**src/rtl/sflag_pkg.sv**
```systemverilog
package sflag_pkg;
    typedef enum logic [1:0] {
        FL_CLEAR  = 2'd0,
        FL_RAISED = 2'd1,
        FL_ARMED  = 2'd2
    } flag_state_t;
endpackage

```
**src/rtl/sflag_access_dec.sv**
```systemverilog
module sflag_access_dec #(
    parameter int ADDR_W    = 2,
    parameter int STAT_ADDR = 0,
    parameter int DATA_ADDR = 1
) (
    input  logic              clk,
    input  logic              rst_n,
    input  logic              bus_rd,
    input  logic              bus_wr,
    input  logic [ADDR_W-1:0] bus_addr,
    input  logic              brk_active,
    input  logic              brk_clr_en,
    output logic              stat_sel_o,
    output logic              arm_o,
    output logic              clr_o,
    output logic              frozen_o
);
    localparam logic [ADDR_W-1:0] STAT_A = ADDR_W'(STAT_ADDR);
    localparam logic [ADDR_W-1:0] DATA_A = ADDR_W'(DATA_ADDR);

    logic hit_stat;
    logic hit_data;

    always_comb begin
        hit_stat   = (bus_addr == STAT_A);
        hit_data   = (bus_addr == DATA_A);
        frozen_o   = brk_active & ~brk_clr_en;
        stat_sel_o = bus_rd & hit_stat;
        arm_o      = stat_sel_o & ~frozen_o;
        clr_o      = (bus_rd | bus_wr) & hit_data & ~frozen_o;
    end

    // a frozen cycle never produces an effective access
    AST_FROZEN_NO_ACCESS: assert property (@(posedge clk) disable iff (!rst_n)
        (brk_active && !brk_clr_en) |-> !(arm_o || clr_o));
    AST_ODD_ADDR_QUIET: assert property (@(posedge clk) disable iff (!rst_n)
        (bus_addr != STAT_A && bus_addr != DATA_A) |-> !(arm_o || clr_o));
endmodule

```
**src/rtl/sflag_cell.sv**
```systemverilog
module sflag_cell
    import sflag_pkg::*;
(
    input  logic clk,
    input  logic rst_n,
    input  logic hw_set_i,
    input  logic arm_i,
    input  logic clr_i,
    input  logic frozen_i,
    output logic flag_o,
    output logic armed_o
);
    flag_state_t state_q;
    flag_state_t state_d;

    always_comb begin
        state_d = state_q;
        unique case (state_q)
            FL_CLEAR: begin
                if (hw_set_i) state_d = FL_RAISED;
            end
            FL_RAISED: begin
                if (arm_i) state_d = FL_ARMED;
            end
            FL_ARMED: begin
                if (clr_i) state_d = hw_set_i ? FL_RAISED : FL_CLEAR;
            end
            default: state_d = FL_CLEAR;
        endcase
    end

    always_ff @(posedge clk) begin
        if (!rst_n) state_q <= FL_CLEAR;
        else        state_q <= state_d;
    end

    always_comb begin
        flag_o  = (state_q != FL_CLEAR);
        armed_o = (state_q == FL_ARMED);
    end

    AST_SET_WINS: assert property (@(posedge clk) disable iff (!rst_n)
        hw_set_i |=> flag_o);
    AST_UNARMED_HOLDS: assert property (@(posedge clk) disable iff (!rst_n)
        (flag_o && !armed_o) |=> flag_o);
    AST_ARMED_CLEARS: assert property (@(posedge clk) disable iff (!rst_n)
        (armed_o && clr_i && !hw_set_i) |=> !flag_o);
    AST_FROZEN_FLAG_HOLD: assert property (@(posedge clk) disable iff (!rst_n)
        (frozen_i && flag_o) |=> flag_o);
    AST_FROZEN_ARM_KEEP: assert property (@(posedge clk) disable iff (!rst_n)
        (frozen_i && armed_o) |=> armed_o);
    AST_SET_KEEPS_ARM: assert property (@(posedge clk) disable iff (!rst_n)
        (armed_o && hw_set_i && !clr_i) |=> armed_o);
endmodule

```
**src/rtl/sflag_bank.sv**
```systemverilog
module sflag_bank #(
    parameter int NUM_FLAGS = 4,
    parameter int ADDR_W    = 2,
    parameter int STAT_ADDR = 0,
    parameter int DATA_ADDR = 1
) (
    input  logic                 clk,
    input  logic                 rst_n,
    input  logic                 bus_rd,
    input  logic                 bus_wr,
    input  logic [ADDR_W-1:0]    bus_addr,
    output logic [NUM_FLAGS-1:0] bus_rdata,
    input  logic [NUM_FLAGS-1:0] hw_set,
    input  logic                 brk_active,
    input  logic                 brk_clr_en,
    output logic [NUM_FLAGS-1:0] flags
);
    logic                 stat_sel;
    logic                 arm;
    logic                 clr;
    logic                 frozen;
    logic [NUM_FLAGS-1:0] armed;

    sflag_access_dec #(
        .ADDR_W   (ADDR_W),
        .STAT_ADDR(STAT_ADDR),
        .DATA_ADDR(DATA_ADDR)
    ) dec_i (
        .clk       (clk),
        .rst_n     (rst_n),
        .bus_rd    (bus_rd),
        .bus_wr    (bus_wr),
        .bus_addr  (bus_addr),
        .brk_active(brk_active),
        .brk_clr_en(brk_clr_en),
        .stat_sel_o(stat_sel),
        .arm_o     (arm),
        .clr_o     (clr),
        .frozen_o  (frozen)
    );

    for (genvar g = 0; g < NUM_FLAGS; g++) begin : g_cell
        sflag_cell cell_i (
            .clk     (clk),
            .rst_n   (rst_n),
            .hw_set_i(hw_set[g]),
            .arm_i   (arm),
            .clr_i   (clr),
            .frozen_i(frozen),
            .flag_o  (flags[g]),
            .armed_o (armed[g])
        );
    end

    always_comb begin
        bus_rdata = stat_sel ? flags : '0;
    end

    // an effective data access leaves no flag armed unless set in that cycle
    AST_CLR_DISARMS: assert property (@(posedge clk) disable iff (!rst_n)
        clr |=> ((armed & ~$past(hw_set)) == '0));
    AST_NO_STRAY_RISE: assert property (@(posedge clk) disable iff (!rst_n)
        (hw_set == '0) |=> ((flags & ~$past(flags)) == '0));
endmodule

```
**config.mk**
```make
export PLATFORM = sky130hd
export DESIGN_NAME = sflag_bank
export DESIGN_NICKNAME = d
export VERILOG_FILES = /design/src/rtl/sflag_pkg.sv /design/src/rtl/sflag_access_dec.sv /design/src/rtl/sflag_cell.sv /design/src/rtl/sflag_bank.sv
export SDC_FILE = /design/constraint.sdc
export NUM_CORES = 1
export LEC_CHECK = 0
export CAP_MARGIN = 20
export CORE_UTILIZATION = 30
export CTS_CLUSTER_SIZE = 10
export DETAILED_ROUTE_END_ITERATION = 8
export PLACE_DENSITY_LB_ADDON = 0.2
export SYNTH_ARGS = -nofsm -noshare
export SYNTH_HDL_FRONTEND = slang
export SYNTH_SLANG_ARGS = --single-unit
```
**constraint.sdc**
```tcl
create_clock -name clk -period 1.4 [get_ports clk]
set_clock_uncertainty 0.15 [all_clocks]
set_input_delay 0.21 -clock clk [delete_from_list [all_inputs] [get_ports clk]]
set_output_delay 0.21 -clock clk [all_outputs]
set_load 0.1 [all_outputs]
```
# Word-level counts from Yosys, hierarchy flattened

Cells that the tools add are included.
W data, S select, Z words.

Equality and inequality tests: 21
Reductions and logical operators: 13
Bitwise gates (word level): 8
Multiplexer cells: 18

Operator list:

| operator             | count |
|---|---|
| $ne A2 B2 Y1 const B | 12 |
| $pmux W2 S3          | 4 |
| $mux W2              | 9 |
| $reduce_and A3 Y1    | 4 |
| $eq A2 B1 Y1 const B | 5 |
| $logic_not A2 Y1     | 5 |
| $eq A2 B2 Y1 const B | 4 |
| $reduce_bool A2 Y1   | 4 |
| $and A1 B1 Y1        | 5 |
| $mux W1              | 4 |
| $mux W4              | 1 |
| $not A1 Y1           | 2 |
| $or A1 B1 Y1         | 1 |

Logic and storage cells: 64
Register bits after elaboration: 8
Output and inout port bits: 8
Bits of input ports: 12

# Depth between registers and ports, before layout

Gate-level depths: netlist (run 1).

Word-level depth: 6
Depth in mapped cells: 3

# Cells and area by module

Synthesis (run 1) repeated with hierarchy kept, for this count alone.

Cells, all modules: 57
Area total of the unflattened synthesis: 461.7 um^2

By module, submodules not included:

| module           | seq. area each (um^2) | cells an instance | instances | area each (um^2) |
|---|---|---|---|---|
| sflag_cell       | 40.0                  | 12                | 4         | 96.3 |
| sflag_access_dec | 0.0                   | 5                 | 1         | 51.3 |
| sflag_bank       | 0.0                   | 4                 | 1         | 25.0 |

# Least setup slack after synthesis (run 1)

No wires, ideal clock.

Path kind: input -> output
From: in bus_addr[1]
To: out bus_rdata[1]
Required time: 1040 ps
Path slack: 1 ps
Arrival time: 1039 ps
Path buffers: 0
Cell stages on the path: 2
Path through: nor3b_4 -> and2_2

Longest elaborated chain between the ends: 3

Ends and longest elaborated chain:

| element          | RTL line               | source |
|---|---|---|
| start, declared  | sflag_bank.sv:11       | `input logic [ADDR_W-1:0] bus_addr,` |
| $logic_not A2 Y1 | sflag_access_dec.sv:25 | `hit_stat = (bus_addr == STAT_A);` |
| $and A1 B1 Y1    | sflag_access_dec.sv:28 | `stat_sel_o = bus_rd & hit_stat;` |
| $mux W4          | sflag_bank.sv:56       | `bus_rdata = stat_sel ? flags : '0;` |
| end, declared    | sflag_bank.sv:12       | `output logic [NUM_FLAGS-1:0] bus_rdata,` |

No other way between the ends.

# Worst setup path in the final report (run 1)

From: reg g_cell[1].cell_i.state_q[0]
To: out bus_rdata[1]

Longest elaborated chain between the ends: 2

Ends and longest elaborated chain:

| element                | RTL line         | source |
|---|---|---|
| start, declared        | sflag_cell.sv:13 | `flag_state_t state_q;` |
| start signal, assigned | sflag_cell.sv:34 | `else state_q <= state_d;` |
| $reduce_bool A2 Y1     | sflag_cell.sv:38 | `flag_o = (state_q != FL_CLEAR);` |
| $mux W4                | sflag_bank.sv:56 |  |

No other way between the ends.

==> impl_results.md, run 1 <==
* Status: complete, but fails checks
* Violations in the final reports: setup timing
* Largest net degree at the start of global routing at 7
* Critical path start-end classification: flop to output pin
* Aggregate global-route resource usage at 18.8%
* Critical Path Source Type: flop
* End-of-flow core utilization at 63.3%
* Max_slew headroom at 77.3%
* Htree depth at 1
* Tmin final at 1490 ps
* Routed via count divided by cell count at 5.03
* Initial antenna violation count at 0
* Most area-consuming cells after synthesis: sky130_fd_sc_hd__dfxtp_1, sky130_fd_sc_hd__and2_2, sky130_fd_sc_hd__buf_4, sky130_fd_sc_hd__o2111a_1, sky130_fd_sc_hd__a21oi_1
* Antenna-violating nets left at 0
* Cts bufs inserted at 3
* Area Overhead vs Synth at 95.7%
* Overall die height at 42.5 um
* Gate count after technology mapping at 59
* Minimum setup slack among reg-to-reg paths at 270 ps
* Root cell of the clock tree: sky130_fd_sc_hd__clkbuf_4
* Critical hold path startpoint: bus_addr[0]
* Reg-to-reg critical path startpoint: g_cell[1].cell_i.state_q[0]
* Final clock period utilization by the worst path at 106%
* Sum of routed wire length over all layers at 1.51 mm
* DRC violation count after routing at 0
* Fraction of final layout cells sized beyond drive strength 1 at 60.2%
* Initial DRC Count at 4
* Register name with the most flops: g_cell.cell_i.state_q
* FF-to-FF End: g_cell[1].cell_i.state_q[0]
* Regs by FF count: g_cell.cell_i.state_q x8
* Post-Synthesis Mean Instance Area at 8.36 sq um
* Yosys reg bits at 8
* Worst min-delay path class: input port to flop
* Max Fanout on Critical Path at 2
* Summed instance area of the synthesized netlist at 493 sq um
* CTS sink cnt at 8
* Global-route wire length before repair at 2.52 mm
* Buffers on Ports at 19
* Unrepaired setup endpoints after global routing: yes
* Yosys warning count at 0
* Top-area cell type share of the netlist area at 32.5%
* Leak pwr at 0.415 nW
* Endpoint, Worst Hold: g_cell[3].cell_i.state_q[1]
* Slew Limit Fails at 0
* Initial standard-cell utilization of the core at 32.3%
* Final cell count without fillers at 114
* Netlist cell types at 20
* TritonCTS clock tree: built
* Max FFs per register at 8
* Maximum clock rate at 673 MHz
* Count of boundary I/O pins at 20
* Element type at the critical path end: output pin
* Hold path cells at 4
* Floorplan row count at 14
* Max_cap viols at 0
* Cells after DPL at 101
* Detailed-routing iteration count for the pre-antenna-repair pass at 3
* Post-Place Setup Slack at -393 ps
* Number of hold violations in the final report at 0
* Routability cong. at 0.688
* Die area at 1810 sq um
* Final sum of negative setup slack at -276 ps
* Cell Pwr Density at 806 nW/um^2
* Worst skew pair latency at 260 ps
* Total number of vias at 573
* Number of antenna cells inserted at 0
* PnR worst setup slack at -85.1 ps
* Part of the Yosys area used for sequential elements at 32.5%
* Maximum buffer depth of the clock tree at 2
* Number of nets in the synthesized netlist at 71
* Leading area contributor after synthesis: sky130_fd_sc_hd__dfxtp_1
* Max rail drop VDD at 398 uV
* DP HPWL at 934 um
* Fillers at 137
* Slew @ Worst Pin at 337 ps
* Area of the core at 1520 sq um
* Clock-pin slew reported for the worst setup and hold paths after clock tree synthesis at 50 ps
* GRT overflow at 0
* CTS Hold Bufs at 0
* Nets at 112
* Wire length per cell at 13.2 um
* Die Span X at 42.5 um
* WP data required at 1040 ps
* Data arrival at the endpoint of the critical path at 1130 ps
* Number of cell instances on the worst register-to-register path at 4
* Via count of the first global-routing pass at 575
* Final number of setup-violating endpoints at 4
## through the flow
stage | instance area (sq um) | hold WS (ps) | power, mW
4_1_cts | 948 | 356 | 0.774
6_report | 965 | 362 | 0.777
3_5_place_dp | 836 | 357 | 0.560
5_1_grt | 965 | 414 | 0.811
2_1_floorplan | 493 | 200 | 0.431
3_3_place_gp | 836 | 341 | 0.556
## synthesized netlist by cell type
master and n:
sky130_fd_sc_hd__dfxtp_1 8, sky130_fd_sc_hd__inv_1 5, sky130_fd_sc_hd__nor2_1 5, sky130_fd_sc_hd__a21oi_1 4, sky130_fd_sc_hd__and2_2 4, sky130_fd_sc_hd__buf_4 4
sky130_fd_sc_hd__nand3_1 4, sky130_fd_sc_hd__nor2b_1 3, sky130_fd_sc_hd__a32o_1 2, sky130_fd_sc_hd__nand2_1 2, sky130_fd_sc_hd__nand2b_1 2, sky130_fd_sc_hd__nand3b_1 2
sky130_fd_sc_hd__nand4_1 2, sky130_fd_sc_hd__nor3_1 2, sky130_fd_sc_hd__o2111a_1 2, sky130_fd_sc_hd__o311ai_0 2, sky130_fd_sc_hd__o32ai_1 2, sky130_fd_sc_hd__or2_2 2
sky130_fd_sc_hd__nor3_2 1, sky130_fd_sc_hd__nor3b_4 1
## worst max-delay path, cell delays in order, from the launching register on
cell and delay [ps]:
sky130_fd_sc_hd__dfxtp_1 310, sky130_fd_sc_hd__or2_4 250, sky130_fd_sc_hd__and2_4 150, sky130_fd_sc_hd__buf_12 160
## routing by layer
layer  global-route usage, %  routed length [um]  part of all wire, %  up-vias
met4                    3.75                  12                 0.80        0
met5                       0                   0                    0        -
li1                        -                   -                    -      293
met2                    34.2                 803                   53       12
met1                    21.1                 633                   42      266
met3                    6.47                  59                  3.9        2
## final cells by class
type	count	area [sq um]	area share, %
Timing Repair Buffer	40	420	43.6
Multi-Input combinational cell	42	314	32.6
Sequential cell	8	169	17.5
Clock buffer	3	22.5	2.33
Tap cell	16	20.0	2.08
Inverter	5	18.8	1.95
## cell families (layout without fill, tap and decap cells)
family	count (synthesis)	after routing	synth area share [%]
buf+inv	9	48	9.90
simple gates	30	30	37.8
flops	8	8	32.5
compound gates	12	12	19.8
## cell usage in the layout (no fill, tap or decap), drive strengths merged, types with 3 or more instances in the layout
cell type,count
and2,4
dfxtp,8
clkbuf,4
a21oi,4
buf,31
nand3,4
clkdlybuf4s50,8
nor2b,3
nor3,3
nor2,5
inv,5
## report_power, final
group	leakage, nW	switching (mW)	total, mW	internal (mW)
logic	0.333	0.185	0.344	0.159
registers	0.0684	0.00764	0.250	0.242
clock network	0.0138	0.0846	0.183	0.0985
## worst max path at each step
| stage | end | startpoint | slack (ps) | cells after the start |
|---|---|---|---|---|
| after global routing | bus_rdata[0] | g_cell[0].cell_i.state_q[1] | -100 | 3 |
| after CTS | bus_rdata[0] | g_cell[0].cell_i.state_q[1] | -100 | 3 |
| after detailed placement | bus_rdata[1] | bus_rd | -390 | 4 |
| after global placement | bus_rdata[1] | bus_addr[1] | -360 | 4 |
| final | bus_rdata[1] | g_cell[1].cell_i.state_q[0] | -90 | 3 |
| after floorplan | bus_rdata[1] | bus_addr[1] | 0.7 | 2 |
## repair_timing
item                       CTS  global route
setup endpoints to repair   16            13
gates resized for setup     26            10
pin swaps                    5             4
setup buffers                9             1
hold endpoints to repair     0             0
Note: power is estimated with default switching activity, not from simulation.
==> run 2, diff against run 1 <==
--- a/config.mk
+++ b/config.mk
@@ -6,9 +6,10 @@
 export NUM_CORES = 1
 export LEC_CHECK = 0
 export CAP_MARGIN = 20
-export CORE_UTILIZATION = 30
+export CORE_AREA = 2 2 39 41
 export CTS_CLUSTER_SIZE = 10
 export DETAILED_ROUTE_END_ITERATION = 8
+export DIE_AREA = 0 0 41 43
 export PLACE_DENSITY_LB_ADDON = 0.2
 export SYNTH_ARGS = -nofsm -noshare
 export SYNTH_HDL_FRONTEND = slang
==> run 2 against run 1 <==
Compared with the run above: the flow still finishes with violations (setup timing); register-to-register slack better by 30 ps; combinational power down 3%; sequential share of layout area up 0.70 points; cell area down 3.1%; utilization up 4.2 points; non-clock buffer count down 5; final cell count down 4.4%; die area down 2.6%.
==> impl_results.md, run 2 (synthesis results as in run 1) <==
* Launch point of the critical path: g_cell[1].cell_i.state_q[0]
* Status: complete, but fails checks
* Cts bufs inserted at 3
* WP data required at 1040 ps
* CTS sink cnt at 8
* Slew Limit Fails at 0
* Multi-input combinational cell area at 310 sq um
* Antenna-violating nets left at 0
* Max_cap viols at 0
* Floorplan row count at 14
* Maximum buffer depth of the clock tree at 2
* Data arrival at the endpoint of the critical path at 1120 ps
* Initial DRC Count at 1
* CTS Hold Bufs at 0
* Count of boundary I/O pins at 20
* Tmin final at 1480 ps
* Initial standard-cell utilization of the core at 35.6%
* Via count of the first global-routing pass at 533
* Overall die height at 43 um
* Maximum clock rate at 676 MHz
* Element type at the critical path end: output pin
* Max FFs per register at 8
* Routability cong. at 0.687
* Initial antenna violation count at 0
* Area of the core at 1380 sq um
* Unrepaired setup endpoints after global routing: yes
* Slowest cell on crit path: sky130_fd_sc_hd__dfxtp_2
* Cell Pwr Density at 811 nW/um^2
* Commonest cells after routing, fill and taps aside: sky130_fd_sc_hd__buf_4, sky130_fd_sc_hd__dfxtp_2, sky130_fd_sc_hd__clkdlybuf4s50_1, sky130_fd_sc_hd__buf_12, sky130_fd_sc_hd__nor2_1
* Final clock period utilization by the worst path at 106%
* Max Fanout on Critical Path at 2
* Critical hold path startpoint: bus_addr[1]
* TritonCTS clock tree: built
* Slew @ Worst Pin at 304 ps
* Worst skew pair latency at 250 ps
* Global-route wire length before repair at 2.08 mm
* Number of antenna cells inserted at 0
* Buffers on Ports at 19
* Routed via count divided by cell count at 5.10
* Total number of vias at 556
* Number of hold violations in the final report at 0
* End-of-flow core utilization at 67.5%
* Htree depth at 1
* Die area at 1760 sq um
* DP HPWL at 891 um
* Root cell of the clock tree: sky130_fd_sc_hd__clkbuf_4
* Clock-pin slew reported for the worst setup and hold paths after clock tree synthesis at 50 ps
* Most common cell after layout, fill and taps aside: sky130_fd_sc_hd__buf_4
* Max_slew headroom at 79.5%
* Area Overhead vs Synth at 89.6%
* Critical path start-end classification: flop to output pin
* Ordered list of cells on the worst path: or2_4 > and2_4 > buf_12
* Violations in the final reports: setup timing
* Nets at 107
* GRT overflow at 0
* Largest net degree at the start of global routing at 7
* Final number of setup-violating endpoints at 4
* Max rail drop VDD at 603 uV
* Overall power at 0.758 mW
* Regs by FF count: g_cell.cell_i.state_q x8
* Die Span X at 41 um
* Aggregate global-route resource usage at 18.0%
* Fraction of final layout cells sized beyond drive strength 1 at 57.0%
* Sum of routed wire length over all layers at 1.29 mm
* PnR worst setup slack at -80.0 ps
* Wire length per cell at 11.8 um
* Fillers at 105
* Worst min-delay path class: input port to flop
* FF/Latch Area at 170 sq um
* Critical Path Source Type: flop
* Highest cell delay on the worst timing path at 310 ps
* Leak pwr at 0.387 nW
* Reg-to-reg critical path startpoint: g_cell[2].cell_i.state_q[0]
* Register name with the most flops: g_cell.cell_i.state_q
* Detailed-routing iteration count for the pre-antenna-repair pass at 3
* DRC violation count after routing at 0
-- run 2: path summary, 6_finish.rpt --
| path | endpoint | slack, ps | depth (start not counted) |
|---|---|---|---|
| setup / recovery | bus_rdata[1] | -80 | 3 |
| hold / removal | g_cell[3].cell_i.state_q[1] | 220 | 5 |
| setup reg to reg | g_cell[2].cell_i.state_q[0] | 300 | 5 |
| hold reg to reg | g_cell[3].cell_i.state_q[1] | 370 | 2 |
-- run 2: timing repair --
action / CTS / global route
buffers inserted: 6 / 2
pin swaps: 7 / 2
gates resized for setup: 32 / 6
endpoints found under the setup margin: 12 / 12
-- run 2: layout make-up --
cell class,count,share of cell area [%]
sequential,8,18.2
multi-input combinational,42,33.2
timing repair buffer,35,42.0
tap,16,2.14
clock buffer,3,2.41
inverter,5,2.01
-- run 2: worst max-delay path, delay by kind of cell (launching register included) --
family / cells / cell delay (ps)
DFF: 1 / 310
and+or+nand+nor: 2 / 400
buffers and inverters: 1 / 160
-- run 2: report_power, final --
group | internal (mW) | switching (mW) | leakage (nW)
logic | 0.153 | 0.180 | 0.305
clock network | 0.0980 | 0.0767 | 0.0138
registers | 0.243 | 0.00682 | 0.0686
total | 0.494 | 0.264 | 0.387
-- run 2: through the flow --
step | hold WS (ps) | setup slack [ps] | cell area, sq um | cells | setup TNS [ps]
finish | 225 | -80.0 | 935 | 109 | -257
global route | 252 | -97.9 | 935 | 109 | -379
CTS | 262 | -90.5 | 900 | 107 | -290
detailed placement | 353 | -348 | 813 | 98 | -3300
global placement | 348 | -338 | 813 | 98 | -3200
floorplan | 200 | 0.708 | 493 | 59 | 0
-- run 2: routing by layer --
layer / part of all wire [%] / GRT usage (%) / up-vias / wire length [um]
li1: - / - / 289 / -
met3: 7.3 / 4.19 / 2 / 94
met4: 1.2 / 12.0 / 0 / 15
met2: 51 / 26.6 / 18 / 660
met5: 0 / 0 / - / 0
met1: 40 / 21.9 / 247 / 518
==> run 3, diff against run 2 <==
--- a/config.mk
+++ b/config.mk
@@ -10,7 +10,7 @@
 export CTS_CLUSTER_SIZE = 10
 export DETAILED_ROUTE_END_ITERATION = 8
 export DIE_AREA = 0 0 41 43
-export PLACE_DENSITY_LB_ADDON = 0.2
+export PLACE_DENSITY = 0.7
 export SYNTH_ARGS = -nofsm -noshare
 export SYNTH_HDL_FRONTEND = slang
 export SYNTH_SLANG_ARGS = --single-unit
==> run 3 against run 2 <==
Compared with the run above: the flow still finishes with violations (setup timing); cell area decreased by 1.6%; flip-flop and latch count stayed put; utilization fell by 1.1 points; sequential power hardly changed; sequential share of layout area rose by 0.57 points; maximum frequency grew 0.17%; via count decreased by 1.1%; critical path type unchanged; largest cell class unchanged; largest power group unchanged.
==> impl_results.md, run 3 (synthesis results as in run 1) <==
* Regs by FF count: g_cell.cell_i.state_q x8
* Wire length per cell at 10.9 um
* Worst min-delay path class: input port to flop
* Routed via count divided by cell count at 5.09
* Cts bufs inserted at 3
* CTS sink cnt at 8
* Worst hold-check slack at 350 ps
* Maximum clock rate at 677 MHz
* Maximum buffer depth of the clock tree at 2
* Total number of vias at 550
* Aggregate global-route resource usage at 16.3%
* DRC violation count after routing at 0
* Initial standard-cell utilization of the core at 35.6%
* Count of boundary I/O pins at 20
* Highest cell delay on the worst timing path at 310 ps
* Sum of routed wire length over all layers at 1.18 mm
* CTS Hold Bufs at 0
* Fillers at 110
* Area of the core at 1380 sq um
* Final clock period utilization by the worst path at 106%
* Final sum of negative setup slack at -271 ps
* Critical Path Source Type: flop
* Largest net degree at the start of global routing at 7
* GRT overflow at 0
* Max rail drop VDD at 546 uV
* Routability cong. at 0.774
* Final number of setup-violating endpoints at 5
* Overall die height at 43 um
* Data arrival at the endpoint of the critical path at 1120 ps
* Antenna-violating nets left at 0
* Max Fanout on Critical Path at 2
* Die area at 1760 sq um
* Die Span X at 41 um
* Commonest cells after routing, fill and taps aside: sky130_fd_sc_hd__buf_4, sky130_fd_sc_hd__clkdlybuf4s50_1, sky130_fd_sc_hd__buf_12
* PnR worst setup slack at -77.4 ps
* Max_slew headroom at 76.1%
* TritonCTS clock tree: built
* DP HPWL at 912 um
* Buffers on Ports at 19
* Global-route wire length before repair at 1.93 mm
* Htree depth at 1
* Critical path start-end classification: flop to output pin
* Unrepaired setup endpoints after global routing: yes
* Initial antenna violation count at 0
* Ordered list of cells on the worst path: or2_4 > and2_4 > buf_12
* Slew Limit Fails at 0
* Slew @ Worst Pin at 354 ps
* Violations in the final reports: setup timing
* Floorplan row count at 14
* Max_cap viols at 0
* WP data required at 1040 ps
* Register name with the most flops: g_cell.cell_i.state_q
* Cell Pwr Density at 821 nW/um^2
* Clock-pin slew reported for the worst setup and hold paths after clock tree synthesis at 60 ps
* Element type at the critical path end: output pin
* Via count of the first global-routing pass at 522
* Most common cell after layout, fill and taps aside: sky130_fd_sc_hd__buf_4
* Slowest cell on crit path: sky130_fd_sc_hd__dfxtp_2
* Overall power at 0.755 mW
* Worst skew pair latency at 260 ps
* Tmin final at 1480 ps
* Max FFs per register at 8
* Fraction of final layout cells sized beyond drive strength 1 at 55.4%
* Status: complete, but fails checks
* Root cell of the clock tree: sky130_fd_sc_hd__clkbuf_4
* Leak pwr at 0.386 nW
* Number of antenna cells inserted at 0
* Area Overhead vs Synth at 86.5%
* Nets at 106
* Detailed-routing iteration count for the pre-antenna-repair pass at 4
* Number of hold violations in the final report at 0
* Initial DRC Count at 6
## run 3: routing by layer
metal | up-vias | share of wire, % | global-route usage (%)
met3 | 2 | 4.4 | 3.14
met5 | - | 0 | 0
li1 | 285 | - | -
met4 | 0 | 2.2 | 10.0
met1 | 246 | 44 | 19.0
met2 | 17 | 50 | 25.9
## run 3: final timing paths
| kind | from | to | slack (ps) | cells after the start |
|---|---|---|---|---|
| worst max-delay path | g_cell[0].cell_i.state_q[1] | bus_rdata[0] | -80 | 3 |
| worst min register to register | g_cell[3].cell_i.state_q[0] | g_cell[3].cell_i.state_q[1] | 360 | 2 |
| worst max register to register | g_cell[0].cell_i.state_q[0] | g_cell[0].cell_i.state_q[0] | 340 | 4 |
| worst min-delay path | bus_addr[0] | g_cell[2].cell_i.state_q[1] | 350 | 4 |
## run 3: per-stage QoR
stage,utilization [%],instance area [sq um],worst slack [ps],cells
floorplan,-,493,0.708,59
global placement,60.4,836,-271,101
detailed placement,60.4,836,-304,101
CTS,64.9,898,-77.3,108
global route,66.5,920,-104,108
finish,66.5,920,-77.4,108
## run 3: what timing repair did
action	4_1_cts	5_1_grt
pin swaps	6	4
resized for setup	25	9
setup buffers	4	0
setup endpoints to repair	12	10
## run 3: report_power, final
part | switching, mW | total, mW | internal [mW]
clock | 0.0803 | 0.179 | 0.0982
combinational | 0.176 | 0.326 | 0.150
sequential | 0.00799 | 0.250 | 0.242
## run 3: cell type report
cell class	count	area, sq um	share of cell area [%]
Clock buffer	3	22.5	2.45
Timing Repair Buffer	34	377	41.0
Tap cell	16	20.0	2.18
Inverter	5	18.8	2.04
Multi-Input combinational cell	42	309	33.6
Sequential cell	8	173	18.8
## run 3: critical path: cells and delay by family (launching register included)
family	cells	cell delay [ps]
buffers and inverters	1	160
DFF	1	310
and+or+nand+nor	2	390
